### src/rtl/evt_out_pkg.sv
package evt_out_pkg;

    typedef enum logic [1:0] {
        RES_HOLD = 2'd0,
        RES_HIGH = 2'd1,
        RES_LOW  = 2'd2,
        RES_FLIP = 2'd3
    } res_code_e;

    typedef struct packed {
        logic hi_req;
        logic lo_req;
    } out_req_t;

    localparam int ADDR_POLICY   = 0;
    localparam int ADDR_REVERSE  = 1;
    localparam int ADDR_MASK_BASE = 2;

    // Next output value from the present value, the requests, reversal and policy.
    function automatic logic next_level(
        input logic      cur,
        input out_req_t  req,
        input logic      rev,
        input res_code_e code
    );
        logic nxt;
        nxt = cur;
        if (req.hi_req && req.lo_req) begin
            unique case (code)
                RES_HOLD: nxt = cur;
                RES_HIGH: nxt = ~rev;
                RES_LOW:  nxt = rev;
                RES_FLIP: nxt = ~cur;
                default:  nxt = cur;
            endcase
        end else if (req.hi_req) begin
            nxt = ~rev;
        end else if (req.lo_req) begin
            nxt = rev;
        end
        return nxt;
    endfunction

endpackage

### src/rtl/evt_out_cfg_regs.sv
module evt_out_cfg_regs
    import evt_out_pkg::*;
#(
    parameter int NUM_EVENTS = 8,
    parameter int NUM_OUTS   = 5,
    parameter int ADDR_W     = 4,
    parameter int DATA_W     = 16
) (
    input  logic                                 clk,
    input  logic                                 rst,
    input  logic                                 cfg_we,
    input  logic [ADDR_W-1:0]                    cfg_addr,
    input  logic [DATA_W-1:0]                    cfg_wdata,
    output logic [NUM_OUTS-1:0][NUM_EVENTS-1:0]  hi_mask,
    output logic [NUM_OUTS-1:0][NUM_EVENTS-1:0]  lo_mask,
    output logic [2*NUM_OUTS-1:0]                policy,
    output logic [NUM_OUTS-1:0]                  reverse
);
    localparam int LO_BASE = ADDR_MASK_BASE + NUM_OUTS;

    logic unused_ok;
    assign unused_ok = &{1'b0, cfg_wdata};

    always_ff @(posedge clk) begin
        if (rst) begin
            policy  <= '0;
            reverse <= '0;
        end else if (cfg_we) begin
            if (cfg_addr == ADDR_W'(ADDR_POLICY))
                policy <= cfg_wdata[2*NUM_OUTS-1:0];
            if (cfg_addr == ADDR_W'(ADDR_REVERSE))
                reverse <= cfg_wdata[NUM_OUTS-1:0];
        end
    end

    for (genvar k = 0; k < NUM_OUTS; k++) begin : g_mask
        always_ff @(posedge clk) begin
            if (rst) begin
                hi_mask[k] <= '0;
                lo_mask[k] <= '0;
            end else if (cfg_we) begin
                if (cfg_addr == ADDR_W'(ADDR_MASK_BASE + k))
                    hi_mask[k] <= cfg_wdata[NUM_EVENTS-1:0];
                if (cfg_addr == ADDR_W'(LO_BASE + k))
                    lo_mask[k] <= cfg_wdata[NUM_EVENTS-1:0];
            end
        end
    end


    policy_write_chk: assert property (@(posedge clk) disable iff (rst)
        (cfg_we && cfg_addr == ADDR_W'(ADDR_POLICY)) |=>
            (policy == $past(cfg_wdata[2*NUM_OUTS-1:0])));


    cfg_reset_chk: assert property (@(posedge clk)
        $past(rst) |-> (policy == '0 && reverse == '0));

endmodule

### src/rtl/evt_out_req_decode.sv
module evt_out_req_decode
    import evt_out_pkg::*;
#(
    parameter int NUM_EVENTS = 8,
    parameter int NUM_OUTS   = 5
) (
    input  logic [NUM_EVENTS-1:0]                evt,
    input  logic [NUM_OUTS-1:0][NUM_EVENTS-1:0]  hi_mask,
    input  logic [NUM_OUTS-1:0][NUM_EVENTS-1:0]  lo_mask,
    output out_req_t [NUM_OUTS-1:0]              req
);
    for (genvar k = 0; k < NUM_OUTS; k++) begin : g_req
        always_comb begin
            req[k].hi_req = |(evt & hi_mask[k]);
            req[k].lo_req = |(evt & lo_mask[k]);
        end
    end
endmodule

### src/rtl/evt_out_cell.sv
module evt_out_cell
    import evt_out_pkg::*;
(
    input  logic      clk,
    input  logic      rst,
    input  out_req_t  req,
    input  logic      rev,
    input  res_code_e code,
    output logic      level
);
    always_ff @(posedge clk) begin
        if (rst) level <= 1'b0;
        else     level <= next_level(level, req, rev, code);
    end


    idle_hold_chk: assert property (@(posedge clk) disable iff (rst)
        (!req.hi_req && !req.lo_req) |=> $stable(level));


    conflict_hold_chk: assert property (@(posedge clk) disable iff (rst)
        (req.hi_req && req.lo_req && code == RES_HOLD) |=> $stable(level));


    conflict_flip_chk: assert property (@(posedge clk) disable iff (rst)
        (req.hi_req && req.lo_req && code == RES_FLIP) |=> (level != $past(level)));


    lone_high_chk: assert property (@(posedge clk) disable iff (rst)
        (req.hi_req && !req.lo_req && !rev) |=> level);


    lone_high_rev_chk: assert property (@(posedge clk) disable iff (rst)
        (req.hi_req && !req.lo_req && rev) |=> !level);


    cell_reset_chk: assert property (@(posedge clk) $past(rst) |-> !level);
endmodule

### src/rtl/evt_out_resolver.sv
module evt_out_resolver
    import evt_out_pkg::*;
#(
    parameter int NUM_EVENTS = 8,
    parameter int NUM_OUTS   = 5,
    parameter int DATA_W     = 16,
    parameter int ADDR_W     = $clog2(ADDR_MASK_BASE + 2*NUM_OUTS)
) (
    input  logic                  clk,
    input  logic                  rst,
    input  logic                  cfg_we,
    input  logic [ADDR_W-1:0]     cfg_addr,
    input  logic [DATA_W-1:0]     cfg_wdata,
    input  logic [NUM_EVENTS-1:0] evt_i,
    output logic [NUM_OUTS-1:0]   out_o
);
    logic [NUM_OUTS-1:0][NUM_EVENTS-1:0] hi_mask;
    logic [NUM_OUTS-1:0][NUM_EVENTS-1:0] lo_mask;
    logic [2*NUM_OUTS-1:0]               policy;
    logic [NUM_OUTS-1:0]                 reverse;
    out_req_t [NUM_OUTS-1:0]             req;

    evt_out_cfg_regs #(
        .NUM_EVENTS(NUM_EVENTS), .NUM_OUTS(NUM_OUTS),
        .ADDR_W(ADDR_W), .DATA_W(DATA_W)
    ) u_cfg (
        .clk(clk), .rst(rst), .cfg_we(cfg_we), .cfg_addr(cfg_addr),
        .cfg_wdata(cfg_wdata), .hi_mask(hi_mask), .lo_mask(lo_mask),
        .policy(policy), .reverse(reverse)
    );

    evt_out_req_decode #(
        .NUM_EVENTS(NUM_EVENTS), .NUM_OUTS(NUM_OUTS)
    ) u_dec (
        .evt(evt_i), .hi_mask(hi_mask), .lo_mask(lo_mask), .req(req)
    );

    for (genvar k = 0; k < NUM_OUTS; k++) begin : g_cell
        evt_out_cell u_cell (
            .clk(clk), .rst(rst), .req(req[k]), .rev(reverse[k]),
            .code(res_code_e'(policy[2*k +: 2])), .level(out_o[k])
        );
    end


    quiet_write_chk: assert property (@(posedge clk) disable iff (rst)
        (evt_i == '0) |=> $stable(out_o));
endmodule

### config.mk
export PLATFORM = sky130hd
export DESIGN_NAME = evt_out_resolver
export DESIGN_NICKNAME = d
export VERILOG_FILES = /design/src/rtl/evt_out_pkg.sv /design/src/rtl/evt_out_cfg_regs.sv /design/src/rtl/evt_out_req_decode.sv /design/src/rtl/evt_out_cell.sv /design/src/rtl/evt_out_resolver.sv
export SDC_FILE = /design/constraint.sdc
export NUM_CORES = 1
export LEC_CHECK = 0
export ABC_AREA = 1
export BUFFER_PORTS_ARGS = -buffer_cell sky130_fd_sc_hd__buf_2
export CAP_MARGIN = 5
export CORE_MARGIN = 4
export CORE_UTILIZATION = 54
export DETAILED_ROUTE_END_ITERATION = 8
export PLACE_DENSITY = 0.84
export SETUP_SLACK_MARGIN = 0.4
export SLEW_MARGIN = 20
export SYNTH_ARGS = -nofsm -noshare
export SYNTH_HDL_FRONTEND = slang
export SYNTH_HIERARCHICAL = 1
export SYNTH_SLANG_ARGS = --single-unit
### constraint.sdc
create_clock -name clk -period 1.1 [get_ports clk]
set_clock_uncertainty 0.1 [all_clocks]
set_input_delay 0.22 -clock clk [delete_from_list [all_inputs] [get_ports clk]]
set_output_delay 0.22 -clock clk [all_outputs]
set_load 0.05 [all_outputs]
==> results of run 1 <==
==> worst max path at each step <==
| stage | start | end | slack (ps) | cells after the start |
|---|---|---|---|---|
| final | u_cfg/lo_mask[34]$_SDFFE_PP0P_ | g_cell[4].u_cell/level$_SDFFE_PP0P_ | -360 | 10 |
| after detailed placement | evt_i[3] | g_cell[2].u_cell/level$_SDFFE_PP0P_ | -340 | 10 |
| after global placement | evt_i[3] | g_cell[3].u_cell/level$_SDFFE_PP0P_ | -330 | 10 |
| after floorplan | evt_i[6] | g_cell[1].u_cell/level$_SDFFE_PP0P_ | -70 | 10 |
| after global routing | u_cfg/hi_mask[23]$_SDFFE_PP0P_ | g_cell[2].u_cell/level$_SDFFE_PP0P_ | -450 | 10 |
| after CTS | u_cfg/lo_mask[17]$_SDFFE_PP0P_ | g_cell[2].u_cell/level$_SDFFE_PP0P_ | -200 | 9 |
==> logic make-up after synthesis <==
kind of cell | after synthesis
and+or+nand+nor | 638
DFF | 100
buffers and inverters | 89
AOI/OAI and AO/OA | 5
==> per-stage QoR <==
stage	worst slack (ps)	cells	hold WS (ps)	total power [mW]
3_3_place_gp	-331	982	346	4.88
3_5_place_dp	-345	982	349	4.90
5_1_grt	-445	1023	-20.7	7.69
2_1_floorplan	-70.8	832	239	4.58
4_1_cts	-203	1017	-21.6	7.21
6_report	-360	1023	-9.16	7.43
==> synthesized netlist by cell type <==
| master | instances | area (sq um) |
|---|---|---|
| nand3_4 | 2 | 35.0 |
| buf_4 | 7 | 52.6 |
| nand2_2 | 6 | 37.5 |
| nand4_1 | 13 | 81.3 |
| nor2_2 | 2 | 12.5 |
| inv_2 | 16 | 60.1 |
| dfxtp_1 | 100 | 2000 |
| clkbuf_1 | 8 | 30.0 |
| nand3_1 | 7 | 35.0 |
| nor2_1 | 234 | 878 |
| buf_6 | 10 | 113 |
| inv_1 | 33 | 124 |
| or2_0 | 5 | 31.3 |
| nand3_2 | 1 | 10.0 |
| buf_2 | 6 | 30.0 |
| nor2_4 | 8 | 90.1 |
| a21oi_1 | 5 | 25.0 |
| nand2_1 | 360 | 1350 |
| buf_1 | 1 | 3.75 |
| clkinv_1 | 8 | 30.0 |
==> layer usage <==
metal  wire length, um  track usage (%)  up-vias
li1                  -                -     2638
met1              5980             32.6     2587
met2              8160             46.5      358
met3              1550             3.58       98
met4               912             11.2        0
met5                 0                0        -
==> what timing repair did <==
item / CTS / global route
endpoints found under the hold margin: 2 / 1
pin swaps: 46 / 44
gates cloned: 4 / 1
setup endpoints to repair: 105 / 105
resized for setup: 172 / 135
setup buffers: 15 / 5
==> flip-flops by register name, summed over array words and instances (netlist names) <==
| name | count |
|---|---|
| g_cell.u_cell/level | 5 |
| u_cfg/hi_mask | 40 |
| u_cfg/lo_mask | 40 |
| u_cfg/policy | 10 |
| u_cfg/reverse | 5 |
==> cell type report <==
cell class | instances | area [sq um]
tap | 108 | 135
sequential | 100 | 2050
clock buffer | 10 | 128
clock inverter | 6 | 41.3
fill | 560 | 1860
inverter | 57 | 243
timing repair buffer | 98 | 1110
multi-input combinational | 644 | 3330
==> power groups by stage <==
| stage | clock network, mW | logic, mW | registers, mW |
|---|---|---|---|
| 3_5_place_dp | 0 | 1.02 | 3.88 |
| 4_1_cts | 2.12 | 1.29 | 3.80 |
| 3_3_place_gp | 0 | 1.00 | 3.88 |
| 5_1_grt | 2.28 | 1.58 | 3.83 |
| 6_report | 2.13 | 1.48 | 3.81 |
| 2_1_floorplan | 0 | 0.626 | 3.95 |
==> worst register-to-register path: cells and delay by family, from the launching register on <==
kind	cells	cell delay, ps
simple gates	8	590
buf+inv	1	110
flops	1	430
compound gates	1	130
==> flow_metrics.py, run 1 <==
metrics = {
    "worst_setup_path": {
        "reg2reg_to": "g_cell[4].u_cell/level$_SDFFE_PP0P_",
        "crit_family": "simple AND/OR/NAND/NOR gates",
        "cp_common_cell": "nand2_1",
        "r2r_cells": 10,
        "worstSetupStartpointType": "flop",
        "slowest_delay_ps": 430,
        "end_kind": "flop",
        "crit_chain": "nand2_1, nand2_1, nor2_4, nand2_2, buf_4, nand2_1, nand2_1, nand2_1, a21oi_1, nor2_1",
        "regToRegStartpoint": "u_cfg/lo_mask[34]$_SDFFE_PP0P_",
        "cp_num_buf_inv": 1,
        "crit_path_max_fanout": 3,
        "cp.arrival_ps": 1610,
        "r2r_slack_ps": -360,
        "cpMaxStageDelayCell": "dfxtp_1",
        "worstPathRequired_ps": 1250,
        "path_class": "flop to flop",
    },
    "synth": {
        "synthXorXnorAreaFrac_pct": 0,
        "synth_top_family_by_area": "simple AND/OR/NAND/NOR gates",
        "netlist_area_sq_um": 5030,
        "synth_mux_area_share_pct": 0,
        "ys_seq_area_share_pct": 39.8,
        "synth_adder_area_share_pct": 0,
        "synthSimpleGateAreaFrac_pct": 50.9,
        "yosys_warnings": 6,
        "synth_compound_area_share_pct": 0.497,
        "ys_seq_elements": 100,
        "avgSynthCellArea_sq_um": 6.05,
        "syn_inst": 832,
        "syn_nets": 863,
        "synth_cell_types": 20,
    },
    "min_path": {
        "min_path_cells": 3,
        "min_path_type": "input port to flop",
        "hold_path_startpoint": "cfg_wdata[8]",
        "hold_end": "u_cfg/policy[8]$_SDFFE_PP0P_",
    },
    "sta": {
        "finalHoldViolCount": 2,
        "slew_headroom_pct": 80.0,
        "fin_crit_sh_pct": 133,
        "tightestPinTransition_ps": 299,
        "tns_ps": -1870,
        "fmax_mhz": 685,
        "fin_ws_ps": -360,
        "fin_crit_ps": 1460,
        "timing.hold.ws_ps": -9.16,
        "rsz0062_at_grt": "yes",
        "slew_viol_final": 0,
        "setup_viol": 10,
    },
    "placement": {
        "gp_congestion": 0.891,
        "hpwlAfterDp_um": 9000,
        "port_buffers": 29,
        "postPlaceCellArea_sq_um": 5660,
    },
    "power": {
        "clock_power_share_pct": 28.7,
        "sw_frac_of_total_pct": 30.7,
        "power_frac_seq_pct": 51.4,
        "p_int_mw": 5.15,
        "switchingPower_mw": 2.28,
        "p_leak_nw": 3.37,
        "ir_drop_mv": 0.606,
        "power_density_nw_per_um2": 1060,
        "combinationalPowerShare_pct": 20.0,
    },
    "grt": {
        "grt_pass1_vias": 4988,
        "antenna_found_initial": 0,
        "grt_pass1_wl_um": 23700,
        "grt_max_degree": 44,
        "grt_usage_pct": 26.5,
        "gr-total-overflow": 0,
    },
    "clock_network": {
        "cts_buffers": 9,
        "insertion_delay_ps": 360,
        "clockRootBuffer": "clkbuf_8",
        "cts_max_level": 3,
        "cts_tree": "yes",
        "clock-sinks": 100,
        "path_clk_slew_ps": 100,
        "cts_buffer_depth": 2,
    },
    "final_layout": {
        "final_nets": 941,
        "synthToLayoutAreaGrowth_pct": 39.8,
        "drive_above_1_share_pct": 40.1,
        "final_core_util_pct": 79.1,
        "final_cell_mix": "nand2_1, nor2_1, nand2_2, dfxtp_1, nor2_2",
        "diodes": 0,
        "design_area_sq_um": 7040,
        "final_common_cell": "nand2_1",
    },
    "drt": {
        "num_vias": 5681,
        "firstDrtPassIters": 5,
        "totalWireLength_um": 16600,
        "routedWlPerCell_um": 16.2,
        "viasPerCell": 5.55,
        "drcViolationCount": 0,
        "drtIter0Drc": 487,
        "route.antenna.remaining_nets": 0,
    },
    "run": {
        "drv_cap": 0,
    },
    "floorplanning": {
        "core_sq_um": 8890,
        "start_util_pct": 56.6,
        "die_h_um": 105,
        "io-pin-count": 36,
        "rows": 34,
        "dieArea_sq_um": 10900,
        "die_w_um": 105,
    },
    "outcome": {
        "violations": "hold timing, setup timing",
        "status": "complete, but fails checks",
    },
}
No activity file was read; power rests on OpenSTA's default activity.
==> run 2, diff against run 1 <==
Settings changed: CORE_UTILIZATION 54 to 60, PLACE_DENSITY 0.84 to 0.88.
Clock period 1.1 ns to 1.6 ns, I/O delays scaled along.
==> run 2 against run 1 <==
Against the previous run:
- the flow now finishes without violations
- non-clock buffer count down 45
- setup slack better by 630 ps
- combinational power down 50%
- sequential share of layout area up 6.2 points
- register-to-register slack better by 630 ps
- wire length down 28%
- die area down 9.3%
- worst hold slack better by 92 ps
- utilization down 9.1 points
- clock power down 23%
==> flow_metrics.py, run 2 (synthesis gave the netlist of run 1 again) <==
metrics = {
    "grt": {
        "grt_usage_pct": 24.1,
        "grt_pass1_wl_um": 19200,
        "antenna_found_initial": 0,
        "grt_pass1_vias": 4201,
        "grt_max_degree": 46,
        "gr-total-overflow": 0,
    },
    "clock_network": {
        "cts_buffers": 9,
        "clock-sinks": 100,
        "cts_max_level": 3,
        "cts_buffer_depth": 2,
        "path_clk_slew_ps": 100,
        "hold_buffers": 0,
        "cts_tree": "yes",
        "clockRootBuffer": "clkbuf_8",
        "insertion_delay_ps": 360,
    },
    "final_layout": {
        "top_regs": "u_cfg/hi_mask: 40 flops, u_cfg/lo_mask: 40 flops, u_cfg/policy: 10 flops",
        "synthToLayoutAreaGrowth_pct": 13.7,
        "final_cell_mix": "nand2_1, nor2_1, dfxtp_1, nand2_2, inv_1",
        "fillers": 703,
        "diodes": 0,
        "final_common_cell": "nand2_1",
        "final_nets": 895,
        "drive_above_1_share_pct": 18.3,
    },
    "floorplanning": {
        "die_h_um": 99.6,
        "io-pin-count": 36,
        "dieArea_sq_um": 9920,
        "rows": 33,
        "die_w_um": 99.6,
        "start_util_pct": 61.6,
        "core_sq_um": 8180,
    },
    "sta": {
        "setup_viol": 0,
        "fin_crit_sh_pct": 83.1,
        "fin_ws_ps": 271,
        "fin_crit_ps": 1330,
        "rsz0062_at_grt": "yes",
        "slew_viol_final": 0,
        "tns_ps": 0,
        "slew_headroom_pct": 69.1,
        "tightestPinTransition_ps": 464,
        "fmax_mhz": 752,
        "finalHoldViolCount": 0,
    },
    "worst_setup_path": {
        "worstPathRequired_ps": 1760,
        "crit_path_max_fanout": 3,
        "cp.arrival_ps": 1490,
        "path_class": "flop to flop",
        "end_kind": "flop",
        "reg2reg_to": "g_cell[2].u_cell/level$_SDFFE_PP0P_",
        "worstSetupStartpointType": "flop",
        "r2r_slack_ps": 270,
        "r2r_cells": 9,
        "regToRegStartpoint": "u_cfg/lo_mask[18]$_SDFFE_PP0P_",
    },
    "drt": {
        "route.antenna.remaining_nets": 0,
        "drtIter0Drc": 383,
        "viasPerCell": 4.93,
        "drcViolationCount": 0,
        "totalWireLength_um": 11900,
        "firstDrtPassIters": 5,
        "routedWlPerCell_um": 12.2,
        "num_vias": 4803,
    },
    "placement": {
        "hpwlAfterDp_um": 7680,
        "gp_congestion": 0.821,
        "pre_cts_ws_ps": 20.6,
        "port_buffers": 29,
    },
    "min_path": {
        "hold_path_startpoint": "cfg_wdata[8]",
        "min_path_cells": 3,
        "hold_end": "u_cfg/policy[8]$_SDFFE_PP0P_",
        "min_path_type": "input port to flop",
    },
    "run": {
        "drv_cap": 0,
    },
    "power": {
        "ir_drop_mv": 0.608,
        "power_density_nw_per_um2": 869,
        "p_leak_nw": 2.74,
    },
    "outcome": {
        "status": "finished clean",
    },
}
run 2: changes by cell type in the layout (fill, tap and decap cells not counted), moves of 4 or more:
cell / previous run / this run
nand2_1: 245 / 333
nand2_2: 90 / 33
nor2_1: 171 / 221
nor2_2: 48 / 11
nand2_4: 30 / 0
buf_12: 20 / 5
buf_4: 34 / 19
dfxtp_1: 70 / 85
buf_6: 14 / 0
nor2_4: 25 / 12
dfxtp_2: 25 / 14
inv_1: 27 / 33
buf_2: 19 / 24
dfxtp_4: 5 / 1
run 2: cell type report:
cell class,count,area (sq um),share of cell area [%]
Inverter,57,214,3.74
Timing Repair Buffer,53,438,7.65
Clock inverter,6,63.8,1.11
Tap cell,105,131,2.30
Sequential cell,100,2020,35.4
Multi-Input combinational cell,643,2720,47.4
Clock buffer,10,138,2.40
run 2: repair_timing:
action                                  4_1_cts  5_1_grt
gates resized for setup                      38       30
pin swaps                                    14       18
endpoints found under the setup margin       10       44
buffers inserted                              5        7
run 2: worst max-delay path by stage:
stage | start | to | slack [ps] | depth (start not counted)
after floorplan | evt_i[6] | g_cell[1].u_cell/level$_SDFFE_PP0P_ | 330 | 10
after global placement | evt_i[2] | g_cell[1].u_cell/level$_SDFFE_PP0P_ | 40 | 10
after detailed placement | evt_i[3] | g_cell[4].u_cell/level$_SDFFE_PP0P_ | 20 | 10
after CTS | u_cfg/hi_mask[19]$_SDFFE_PP0P_ | g_cell[2].u_cell/level$_SDFFE_PP0P_ | 290 | 9
after global routing | u_cfg/lo_mask[26]$_SDFFE_PP0P_ | g_cell[3].u_cell/level$_SDFFE_PP0P_ | 190 | 9
final | u_cfg/lo_mask[18]$_SDFFE_PP0P_ | g_cell[2].u_cell/level$_SDFFE_PP0P_ | 270 | 9
run 2: per-stage QoR:
stage | util [%] | power [mW] | hold slack (ps) | instances | area [sq um]
2_1_floorplan | - | 3.13 | 348 | 832 | 5110
3_3_place_gp | 63.9 | 3.26 | 361 | 946 | 5230
3_5_place_dp | 63.9 | 3.28 | 371 | 946 | 5230
4_1_cts | 68.0 | 4.94 | 77.6 | 967 | 5560
5_1_grt | 70.0 | 5.18 | 89.3 | 974 | 5720
6_report | 70.0 | 4.98 | 83.2 | 974 | 5720
run 2: metal layers:
metal | global-route usage (%) | vias up | routed length, um
met1 | 32.1 | 2090 | 5030
met4 | 7.14 | 0 | 200
met3 | 4.63 | 18 | 984
met5 | 0 | - | 0
met2 | 39.8 | 164 | 5690
li1 | - | 2531 | -
run 2: critical path, stage by stage (launching register included):
cell,delay [ps]
dfxtp_2,340
nand2_2,80
nand2_2,80
nor2_4,120
nand2_2,80
or2_0,230
nand2_1,70
nand2_1,50
nand2_1,50
nor2_1,40
run 2: power breakdown:
group	leakage [nW]	switching, mW	total, mW	internal [mW]
Clock	0.0983	0.870	1.63	0.763
Sequential	0.817	0.0478	2.61	2.56
Combinational	1.82	0.467	0.733	0.266
